**src/rtl/pcc_pkg.sv**
```systemverilog
package pcc_pkg;

    typedef enum logic [1:0] {
        SP_COMMON = 2'd0,
        SP_ATTR   = 2'd1,
        SP_IO     = 2'd2,
        SP_RSVD   = 2'd3
    } space_e;

    typedef enum logic [2:0] {
        ST_IDLE,
        ST_SETUP,
        ST_ACCESS,
        ST_HOLD,
        ST_DONE
    } state_e;

    // Result of decoding one request
    typedef struct packed {
        logic ce_lo_n;   // low-byte enable level during the access
        logic ce_hi_n;   // high-byte enable level during the access
        logic reg_n;     // register-select level during the access
        logic io;        // use I/O strobes
        logic hi_lane;   // byte travels on bits 15..8
        logic word;      // 16-bit transfer
        logic bad;       // combination not allowed on the bus
    } dec_t;

endpackage

```
**src/rtl/pcc_decode.sv**
```systemverilog
module pcc_decode
    import pcc_pkg::*;
(
    input  logic [1:0] space,
    input  logic       addr_lsb,
    input  logic       word,
    output dec_t       dec
);
    space_e sp;

    always_comb begin
        sp          = space_e'(space);
        dec.word    = word;
        dec.io      = (sp == SP_IO);
        dec.hi_lane = !word && addr_lsb;
        dec.ce_lo_n = !(word || !addr_lsb);
        dec.ce_hi_n = !(word || addr_lsb);
        dec.reg_n   = !((sp == SP_ATTR) || (sp == SP_IO));
        dec.bad     = (sp == SP_RSVD)
                    || (word && addr_lsb)
                    || ((sp == SP_ATTR) && (addr_lsb || word));
    end
endmodule

```
**src/rtl/pcc_sync.sv**
```systemverilog
module pcc_sync #(
    parameter int STAGES = 2
) (
    input  logic clk,
    input  logic rst_n,
    input  logic din,
    output logic dout
);
    logic [STAGES-1:0] chain_q;

    always_ff @(posedge clk or negedge rst_n) begin
        if (!rst_n) chain_q[0] <= 1'b1;
        else        chain_q[0] <= din;
    end

    for (genvar i = 1; i < STAGES; i++) begin : g_stage
        always_ff @(posedge clk or negedge rst_n) begin
            if (!rst_n) chain_q[i] <= 1'b1;
            else        chain_q[i] <= chain_q[i-1];
        end
    end

    assign dout = chain_q[STAGES-1];
endmodule

```
**src/rtl/pccard_seq.sv**
```systemverilog
module pccard_seq
    import pcc_pkg::*;
#(
    parameter int ADDR_W      = 12,
    parameter int DATA_W      = 16,
    parameter int CNT_W       = 8,
    parameter int SYNC_STAGES = 2
) (
    input  logic              clk,
    input  logic              rst_n,
    input  logic              req_valid,
    output logic              req_ready,
    input  logic              req_write,
    input  logic              req_word,
    input  logic [1:0]        req_space,
    input  logic [ADDR_W-1:0] req_addr,
    input  logic [DATA_W-1:0] req_wdata,
    input  logic              cfg_wait_en,
    input  logic [CNT_W-1:0]  cfg_mem_cycles,
    input  logic [CNT_W-1:0]  cfg_att_cycles,
    input  logic [CNT_W-1:0]  cfg_io_cycles,
    output logic              rsp_ready,
    output logic              rsp_error,
    output logic [DATA_W-1:0] rsp_rdata,
    output logic              card_ce1_n,
    output logic              card_ce2_n,
    output logic              card_reg_n,
    output logic              card_oe_n,
    output logic              card_we_n,
    output logic              card_iord_n,
    output logic              card_iowr_n,
    output logic [ADDR_W-1:0] card_addr,
    output logic [DATA_W-1:0] card_dout,
    output logic              card_doe,
    input  logic [DATA_W-1:0] card_din,
    input  logic              card_wait_n
);
    localparam int BYTE_W = DATA_W / 2;
    localparam logic [CNT_W-1:0] CNT_ONE = CNT_W'(1);

    typedef struct packed {
        state_e            st;
        logic [CNT_W-1:0]  cnt;
        dec_t              dec;
        logic              write;
        logic              err;
        logic [ADDR_W-1:0] addr;
        logic [DATA_W-1:0] wdata;
        logic [DATA_W-1:0] rdata;
    } regs_t;

    regs_t q, d;
    dec_t  req_dec;
    logic  wait_s;
    logic  active, strobe;
    logic [CNT_W-1:0] len;

    pcc_decode i_decode (
        .space    (req_space),
        .addr_lsb (req_addr[0]),
        .word     (req_word),
        .dec      (req_dec)
    );

    pcc_sync #(.STAGES(SYNC_STAGES)) i_wait_sync (
        .clk   (clk),
        .rst_n (rst_n),
        .din   (card_wait_n),
        .dout  (wait_s)
    );

    // Per-space strobe length, zero promoted to one
    always_comb begin
        case (space_e'(req_space))
            SP_ATTR: len = cfg_att_cycles;
            SP_IO:   len = cfg_io_cycles;
            default: len = cfg_mem_cycles;
        endcase
        if (len == '0) len = CNT_ONE;
    end

    always_comb begin
        d = q;
        case (q.st)
            ST_IDLE: begin
                if (req_valid) begin
                    d.dec   = req_dec;
                    d.write = req_write;
                    d.addr  = req_addr;
                    d.wdata = req_word ? req_wdata
                                       : {req_wdata[BYTE_W-1:0], req_wdata[BYTE_W-1:0]};
                    d.rdata = '0;
                    d.cnt   = len;
                    d.err   = req_dec.bad;
                    d.st    = req_dec.bad ? ST_DONE : ST_SETUP;
                end
            end
            ST_SETUP: d.st = ST_ACCESS;
            ST_ACCESS: begin
                if (q.cnt > CNT_ONE) begin
                    d.cnt = q.cnt - CNT_ONE;
                end else if (cfg_wait_en && !wait_s) begin
                    d.st = ST_ACCESS;
                end else begin
                    d.st = ST_HOLD;
                    if (!q.write) begin
                        if (q.dec.word)         d.rdata = card_din;
                        else if (q.dec.hi_lane) d.rdata = {{BYTE_W{1'b0}}, card_din[DATA_W-1:BYTE_W]};
                        else                    d.rdata = {{BYTE_W{1'b0}}, card_din[BYTE_W-1:0]};
                    end
                end
            end
            ST_HOLD: d.st = ST_DONE;
            ST_DONE: d.st = ST_IDLE;
            default: d.st = ST_IDLE;
        endcase
    end

    always_ff @(posedge clk or negedge rst_n) begin
        if (!rst_n) begin
            q    <= '0;
            q.st <= ST_IDLE;
        end else begin
            q <= d;
        end
    end

    assign active = (q.st == ST_SETUP) || (q.st == ST_ACCESS) || (q.st == ST_HOLD);
    assign strobe = (q.st == ST_ACCESS);

    assign req_ready   = (q.st == ST_IDLE);
    assign rsp_ready   = (q.st == ST_DONE);
    assign rsp_error   = (q.st == ST_DONE) && q.err;
    assign rsp_rdata   = q.rdata;
    assign card_ce1_n  = active ? q.dec.ce_lo_n : 1'b1;
    assign card_ce2_n  = active ? q.dec.ce_hi_n : 1'b1;
    assign card_reg_n  = active ? q.dec.reg_n   : 1'b1;
    assign card_oe_n   = !(strobe && !q.dec.io && !q.write);
    assign card_we_n   = !(strobe && !q.dec.io &&  q.write);
    assign card_iord_n = !(strobe &&  q.dec.io && !q.write);
    assign card_iowr_n = !(strobe &&  q.dec.io &&  q.write);
    assign card_addr   = q.addr;
    assign card_dout   = q.wdata;
    assign card_doe    = active && q.write;


    one_strobe_chk: assert property (@(posedge clk) disable iff (!rst_n)
        $onehot0({!card_oe_n, !card_we_n, !card_iord_n, !card_iowr_n}));


    strobe_needs_ce_chk: assert property (@(posedge clk) disable iff (!rst_n)
        (!card_oe_n || !card_we_n || !card_iord_n || !card_iowr_n)
        |-> (!card_ce1_n || !card_ce2_n));


    reject_quiet_chk: assert property (@(posedge clk) disable iff (!rst_n)
        rsp_error |-> (rsp_ready && card_ce1_n && card_ce2_n && !card_doe
                       && rsp_rdata == '0));


    ready_pulse_chk: assert property (@(posedge clk) disable iff (!rst_n)
        rsp_ready |=> !rsp_ready);


    busy_no_accept_chk: assert property (@(posedge clk) disable iff (!rst_n)
        (active || rsp_ready) |-> !req_ready);


    wait_hold_chk: assert property (@(posedge clk) disable iff (!rst_n)
        (strobe && cfg_wait_en && !wait_s) |=> strobe);


    nowait_exit_chk: assert property (@(posedge clk) disable iff (!rst_n)
        (strobe && !cfg_wait_en && q.cnt <= CNT_ONE) |=> (q.st == ST_HOLD));
endmodule

```
**config.mk**
```make
export PLATFORM = sky130hd
export DESIGN_NAME = pccard_seq
export DESIGN_NICKNAME = d
export VERILOG_FILES = /design/src/rtl/pcc_pkg.sv /design/src/rtl/pcc_decode.sv /design/src/rtl/pcc_sync.sv /design/src/rtl/pccard_seq.sv
export SDC_FILE = /design/constraint.sdc
export NUM_CORES = 1
export LEC_CHECK = 0
export BUFFER_PORTS_ARGS = -buffer_cell sky130_fd_sc_hd__buf_2
export CELL_PAD_IN_SITES_DETAIL_PLACEMENT = 1
export CELL_PAD_IN_SITES_GLOBAL_PLACEMENT = 1
export CORE_MARGIN = 1.5
export CORE_UTILIZATION = 40
export DETAILED_ROUTE_END_ITERATION = 10
export PLACE_DENSITY_LB_ADDON = 0.1
export SLEW_MARGIN = 30
export SYNTH_ARGS = -nofsm -noshare
export SYNTH_HDL_FRONTEND = slang
export SYNTH_SLANG_ARGS = --single-unit
```
**constraint.sdc**
```tcl
create_clock -name clk -period 5.41 [get_ports clk]
set_clock_uncertainty 0.15 [all_clocks]
set_input_delay 0 -clock clk [delete_from_list [all_inputs] [get_ports clk]]
set_output_delay 0 -clock clk [all_outputs]
set_load 0.1 [all_outputs]
```
# Word-level counts from Yosys, hierarchy flattened
# Index checks and enable logic that the tools add are counted.
# word_totals
reg_bits,65
inputBits,77
output_inout_bits,55
elab_cells,86
# op_classes
n_addsub,1
order_cmp,1
eq_ne,12
n_mux,19
reduce_logical,38
# op_table
op,n
16-bit 2-to-1 mux,5
64-bit 2-to-1 mux,1
16-bit one-hot mux with 2 select lines,1
8-bit one-hot mux with 2 select lines,2
8-bit 2-to-1 mux,3
1-bit logical AND,12
1-bit zero test,12
3-bit one-hot mux with 4 select lines,1
"8-bit by 1-bit greater-than comparator with 1-bit output, second input constant",1
8-bit zero test,1
"2-bit inequality test, second input constant",4
"8-bit by 1-bit subtractor with 8-bit output, second input constant",1
1-bit logical OR,7
"3-bit by 2-bit == test with 1-bit output, second input constant",2
3-bit 2-to-1 mux,2
5-bit AND reduction,1
"2-bit == test, second input constant",2
1-bit 2-to-1 mux,4
2-bit AND reduction,2
"3-bit by 1-bit == test with 1-bit output, second input constant",1
"3-bit == test, second input constant",1
3-bit zero test,1
3-bit AND reduction,1
"2-bit by 1-bit == test with 1-bit output, second input constant",1
2 further kinds,2

# Longest topological paths before layout
# Gate-level depths: netlist (run 1).
# depth
word_depth,6
ltp_mapped,7
mapped_depth_nobuf,6

# Cells and area by module
# From an unflattened synthesis (run 1), not the netlist that was laid out.
# unflattened
hier_cells,335
hier_area_um2,3678.5
# modules_own_cells
module,instances,cells_per_inst,area_per_inst_um2,seq_area_each_um2
pccard_seq,1,321,3537.1,1576.5
pcc_decode,1,12,88.8,0.0
pcc_sync,1,2,52.6,52.6

# Worst setup path before layout (run 1)
# Ideal clock, no wire load.
# synth_path
path_type,reg2reg
start,register q[61] in the netlist's numbering
end,register q (netlist bit rsp_rdata[0])
setup_time_ns,0.125
arrival_ns,3.904
required_ns,5.135
setup_slack_ns,1.231
path_stages_with_launch,7
period_less_slack_ns,4.179
cell_sequence,dfrtp_1 clkbuf_1 nor3_1 nor2_1 a31oi_4 buf_6 mux2_4
# synth_via
elab_chain_cells,3
elab_cells_between_ends,9
classes_between,eq/ne (5); mux (1); reduce/logical (3)
# synth_lines
item,line,source
from (decl),pccard_seq.sv:52,"regs_t q, d;"
3-bit zero test (*),-,
named net req_ready,pccard_seq.sv:12,"output logic req_ready,"
2-bit inequality test (no source line) or 2-bit nonzero test (tied branches),-,
5-bit AND reduction (no source line),-,
# Mark *: on every way through the listed nets, which the timed path passes. The rest lies on a longest branch.
# A chain may end at the register's enable or synchronous reset.

# Worst setup path after layout (run 1)
# layout_path
start,register q[63] in the netlist's numbering
end,register q (netlist bit rsp_rdata[14])
# layout_via
elab_chain_cells,3
elab_cells_between_ends,9
classes_between,eq/ne (5); mux (1); reduce/logical (3)
# layout_lines
item,line,source
3-bit by 2-bit == test with 1-bit output or 3-bit zero test (tied branches),pccard_seq.sv:84,case (q.st)
2-bit inequality test (no source line) or 2-bit nonzero test (tied branches),-,
5-bit AND reduction (no source line),-,
# Parallel ways exist; a longest one is shown, timed or not.

==> run metrics, run 1 <==
Rows 34; cts repair resizes 0; status finished clean; Post-synth top flop dfrtp_1; vias in the first global route roughly 3500; syn nets about 460; # hold bufs at CTS 53; Via Count roughly 3200; Setup TNS Final 0 ns; CP delay by family, top simple AND/OR/NAND/NOR gates; EDFF count, synth 0; CP Capture Type register; Setup crit start kind register; Layout Nets a little under 600; register area between 1500 and 2000 um^2; Worst R2R Path Depth 4; routed length per instance around 16 um; worst path cell trace or3b_2 -> nor2_1 -> a31oi_4 -> mux2_4; Buffers on Ports ~130; highest-count cells in the layout ignoring fill and taps buf_2 (131), nand2_1 (90), dfrtp_1 (62); Post-Route Utilization 54.6%; Die ar. around 9600 um^2; Placer Congestion between 0.8 and 0.9; Critical Path RT between 5 and 6 ns; Synthesis Warnings 0; Critical Path Fanout Max 23; Post-Layout Cell Count about 630; DRC Markers 0; FF-to-FF Start q[63]$_DFFE_PN0P_; Reg2Reg Setup Slack around 2.8 ns; root buffer cell clkbuf_8; share of cells above drive strength 1 a little over a third; post-synthesis register bit count 64; Slew @ Worst Pin between 0.8 and 0.9 ns; drt pass-1 iters 4; Setup CP Type reg2reg; GRT overflow 0; DP Area around 4000 um^2; async set or reset register ratio after synthesis 100%; Final Hold Fails 0; Hold Crit Start cfg_mem_cycles[1]; multi-input logic area around 1600 um^2; Post-Synthesis Cells 380; post-synthesis sequential area ratio ~44%; Routed WL ~10000 um; clock latency on the worst-skew pair 0.33 ns; largest net degree at the start of global routing 65; Avg Inst Size Synth about 9.5 um^2; DR iter-0 viols 139; final slew viol count 0; post-CTS setup buffer count 0; antenna violations before repair 0; hold-critical path depth 4; CTS clk-pin slew, worst paths around 0.080 ns; Die Ht 98.1 um; fmax between 300 and 400 MHz; slew margin rel. between 40% and 50%; CTS tree yes; Routed Antenna Nets 0; RSZ-0062 raised after global routing no; Antenna diodes 0; shortest period the worst path allows roughly 2.6 ns; Global Route Usage Sum 22.4%; cell area after synthesis about 3600 um^2; Hold Path End q[54]$_DFFE_PN0P_; htree depth 3; CP Buf/Inv Count 0; first-pass GRT wire length 17200 um; Distinct cells, synth 48; Final Cell Area 4780 um^2; CORE AREA 8760 um^2; Critical Path AT 2.64 ns; Hold Crit Class in2reg; max cap viols 0; Slowest-stage cell, CP or3b_2; area growth from synthesis to layout 32.1%; die width 98.1 um; worst reg2reg path endpoint rsp_rdata[14]$_DFFE_PN0P_; fin crit share a little under half; Starting Density about 41%; Final setup violation count 0; Boundary Pins about 130; CTS Buf Count 9; clk buf depth 2; commonest non-fill, non-tap cell in the layout buf_2; vias per std cell 5.12; Fill cells ~1100; CP peak stage delay 0.74 ns; hpwl dp between 6000 and 7000 um; placed cells around 560; Clock Sinks 64
[tightest hold or removal path: stages]
cell	delay, ns
buf_2	0.10
nor2b_1	0.14
o32a_1	0.17
mux2i_1	0.06
[state kept, by name (all words and copies together), names as in the netlist]
| register | count |
|---|---|
| card_dout | 16 |
| i_wait_sync.dout | 1 |
| i_wait_sync.chain_q | 1 |
| card_addr | 12 |
| q | 18 |
| rsp_rdata | 16 |
[stage by stage]
step           hold WS [ns]  setup WS [ns]
2_1_floorplan        -0.446           1.23
3_3_place_gp        -0.0352           2.98
3_5_place_dp        -0.0411           2.89
4_1_cts              0.0162           2.86
5_1_grt              0.0693           2.68
6_report             0.0259           2.84
[layer usage]
layer / vias to the layer above / GRT usage [%] / routed length (um)
li1: 1529 / - / -
met1: 1545 / 29.5 / 4570
met2: 116 / 36.7 / 4850
met3: 16 / 4.65 / 590
met4: 0 / 7.69 / 186
met5: - / 0 / 0
[cells in the mapped netlist, drive strengths merged (6+ instances only)]
| master | number | area, um^2 |
|---|---|---|
| and3 | 9 | 56.3 |
| o21ai | 15 | 75.1 |
| nor3 | 6 | 30.0 |
| nor2 | 20 | 77.6 |
| mux2 | 18 | 240 |
| mux2i | 17 | 170 |
| clkbuf | 18 | 68.8 |
| nand2 | 90 | 338 |
| or3 | 6 | 40.0 |
| buf | 47 | 350 |
| dfrtp | 62 | 1550 |
| nor2b | 7 | 43.8 |
| a221oi | 6 | 52.6 |
[cell families after synthesis]
family          after synthesis  share of synthesized area (%)
compound gates               49                           9.92
xor+xnor                      1                          0.242
fa+ha+maj                     5                           1.73
buf+inv                      69                           12.0
flops                        64                           44.3
mux                          35                           11.3
simple gates                157                           20.4
[area by class of cell]
type | count | area share (%)
inverter | 4 | 0.314
multi-input combinational | 247 | 33.3
clock inverter | 7 | 2.15
tap | 108 | 2.83
clock buffer | 9 | 2.59
timing repair buffer | 187 | 25.3
sequential | 64 | 33.6
[worst max path at each step]
stage,from,endpoint,depth (start not counted)
after global placement,q[63]$_DFFE_PN0P_,rsp_rdata[7]$_DFFE_PN0P_,4
after global routing,q[63]$_DFFE_PN0P_,rsp_rdata[10]$_DFFE_PN0P_,4
after CTS,q[63]$_DFFE_PN0P_,rsp_rdata[14]$_DFFE_PN0P_,4
after detailed placement,q[63]$_DFFE_PN0P_,rsp_rdata[7]$_DFFE_PN0P_,4
final,q[63]$_DFFE_PN0P_,rsp_rdata[14]$_DFFE_PN0P_,4
after floorplan,q[61]$_DFFE_PN0P_,rsp_rdata[0]$_DFFE_PN0P_,6
Power of run 1 is not shown: default switching activity piles up to over one toggle a cycle in this logic, so the estimate is an artifact.
==> inputs of run 2 (changes only) <==
- CORE_UTILIZATION: 40 -> 33
- clock period: 5.41 -> 2.15 ns (I/O delays scaled with it)
==> run metrics, run 2 (same netlist as run 1, synthesis figures left out) <==
Worst Slack Setup Final -0.0167 ns (was 2.84 ns); Critical Path AT 2.23 ns (was 2.64 ns); register area 1600 um^2 (unchanged); share of cells above drive strength 1 38.8% (was 34.9%); Largest Register q (unchanged); Critical Path Start q[58]$_DFFE_PN0P_ (was q[63]$_DFFE_PN0P_); CTS tree yes (unchanged); Hold Crit Class in2async (was in2reg); clk buf depth 2 (unchanged); Buffers on Ports 131 (unchanged); root buffer cell clkbuf_8 (unchanged); multi-input logic area 1630 um^2 (was 1590 um^2); drt pass-1 iters 4 (unchanged); antenna violations before repair 0 (unchanged); Slew @ Worst Pin 0.516 ns (was 0.830 ns); GRT overflow 0 (unchanged); max FFs per register 18 (unchanged); htree depth 3 (unchanged); Boundary Pins 132 (unchanged); DRC Markers 0 (unchanged); highest-count cells in the layout ignoring fill and taps buf_2 (131), nand2_1 (90), dfrtp_1 (62) (unchanged); DR iter-0 viols 126 (was 139); die width 108 um (was 98.1 um); Final setup violation count 10 (was 0); clock latency on the worst-skew pair 0.34 ns (was 0.33 ns); Fill cells 1282 (was 1050); CTS clk-pin slew, worst paths 0.08 ns (about the same); commonest non-fill, non-tap cell in the layout buf_2 (unchanged); Setup crit start kind register (unchanged); largest net degree at the start of global routing 40 (was 65); vias per std cell 4.78 (was 5.12); status complete, but fails checks (was finished clean); Global Route Usage Sum 19.1% (was 22.4%); shortest period the worst path allows 2.17 ns (was 2.57 ns); Final Cell Area 4960 um^2 (was 4780 um^2); Starting Density 33.7% (was 41.3%); Antenna diodes 0 (unchanged); CORE AREA 10700 um^2 (was 8760 um^2); Final Hold Fails 0 (unchanged); CP Capture Type register (unchanged); RSZ-0062 raised after global routing yes (was no); Routed WL 10500 um (was 10200 um); hpwl dp 7470 um (was 6590 um); Placer Congestion 0.786 (was 0.801); Critical Path Fanout Max 16 (was 23); DP Area 4270 um^2 (was 4020 um^2); failing checks setup timing; Critical Path RT 2.22 ns (was 5.48 ns); fmax 462 MHz (was 390 MHz); Die Ht 108 um (was 98.1 um); post-CTS setup buffer count 0 (unchanged); first-pass GRT wire length 17200 um (about the same); area growth from synthesis to layout 37.1% (was 32.1%); FF-to-FF Start q[58]$_DFFE_PN0P_ (was q[63]$_DFFE_PN0P_); Slowest-stage cell, CP or4_4 (was or3b_2); Rows 38 (was 34); final slew viol count 0 (unchanged); slew margin rel. 65.8% (was 44.7%); worst path cell trace or4_4 -> nor4_4 -> a31oi_4 -> buf_12 -> mux2_4 (was or3b_2 -> nor2_1 -> a31oi_4 -> mux2_4); vias in the first global route 3364 (was 3468); Setup CP Type reg2reg (unchanged); routed length per instance 15.6 um (was 16.3 um); Layout Nets 611 (was 595); CTS Buf Count 9 (unchanged); Via Count 3219 (was 3206); Clock Sinks 64 (unchanged); fin crit share 101% (was 47.4%); Routed Antenna Nets 0 (unchanged); max cap viols 0 (unchanged); Worst R2R Path Depth 5 (was 4); Die ar. 11600 um^2 (was 9630 um^2); CP peak stage delay 0.57 ns (was 0.74 ns)
==> run 2: cell types whose count changed in the layout (fill, tap and decap cells not counted), sizes merged <==
| cell | before | now |
|---|---|---|
| clkinv | 2 | 1 |
| buf | 134 | 153 |
| bufinv | 2 | 0 |
| inv | 6 | 5 |
| clkinvlp | 1 | 4 |
| clkbuf | 9 | 10 |
| dlygate4sd3 | 53 | 50 |
==> run 2: area by class of cell <==
class                   instances  share of cell area (%)
well taps                     140                    3.53
multi-input cells             247                    32.8
clock inverters                 6                   0.883
clock buffers                  10                    2.77
flip-flops and latches         64                    32.3
repair buffers                203                    27.4
inverters                       4                   0.303
==> run 2: timing repair <==
action	4_1_cts	5_1_grt
cloned	0	0
hold buffers	50	0
endpoints found under the hold margin	116	0
setup endpoints to repair	20	22
gates resized for setup	3	3
pin swaps	0	0
==> run 2: worst max-delay path, delay by kind of cell (launching register included) <==
| kind | cells | cell delay, ns |
|---|---|---|
| muxes | 1 | 0.30 |
| and+or+nand+nor | 2 | 0.89 |
| DFF | 1 | 0.38 |
| buffers and inverters | 1 | 0.18 |
| AOI/OAI and AO/OA | 1 | 0.14 |
==> run 2: worst paths after layout <==
| kind | to | slack [ns] |
|---|---|---|
| min | card_dout[10]$_DFFE_PN0P_ | 0.009 |
| min in group clk | q[61]$_DFFE_PN0P_ | 0.02 |
| max in group asynchronous | rsp_rdata[8]$_DFFE_PN0P_ | 1.50 |
| max reg2reg | rsp_rdata[3]$_DFFE_PN0P_ | -0.02 |
| max | rsp_rdata[3]$_DFFE_PN0P_ | -0.02 |
| min reg2reg | i_wait_sync.dout$_DFF_PN1_ | 0.20 |
==> run 2: layer usage <==
metal,vias to the layer above,routed length (um),global-route usage [%],share of wire [%]
met5,-,0,0,0
met4,0,99,5.08,0.94
met2,92,4980,32.3,47
met1,1561,4880,24.8,46
met3,9,558,4.12,5.3
li1,1557,-,-,-
==> run 2: through the flow <==
step | cells | hold WS [ns] | TNS (ns) | util [%] | setup WS [ns]
after floorplan | 380 | -0.446 | -14.21 | - | -0.402
after global placement | 608 | -0.147 | 0 | 39.7 | 0.0312
after detailed placement | 608 | -0.147 | -0.122 | 39.7 | -0.0184
after CTS | 674 | 0.00868 | -0.328 | 46.1 | -0.0378
after global routing | 674 | 0.0449 | -1.60 | 46.2 | -0.106
final | 674 | 0.00918 | -0.0627 | 46.2 | -0.0167
Power of run 2 is left out for the same reason.
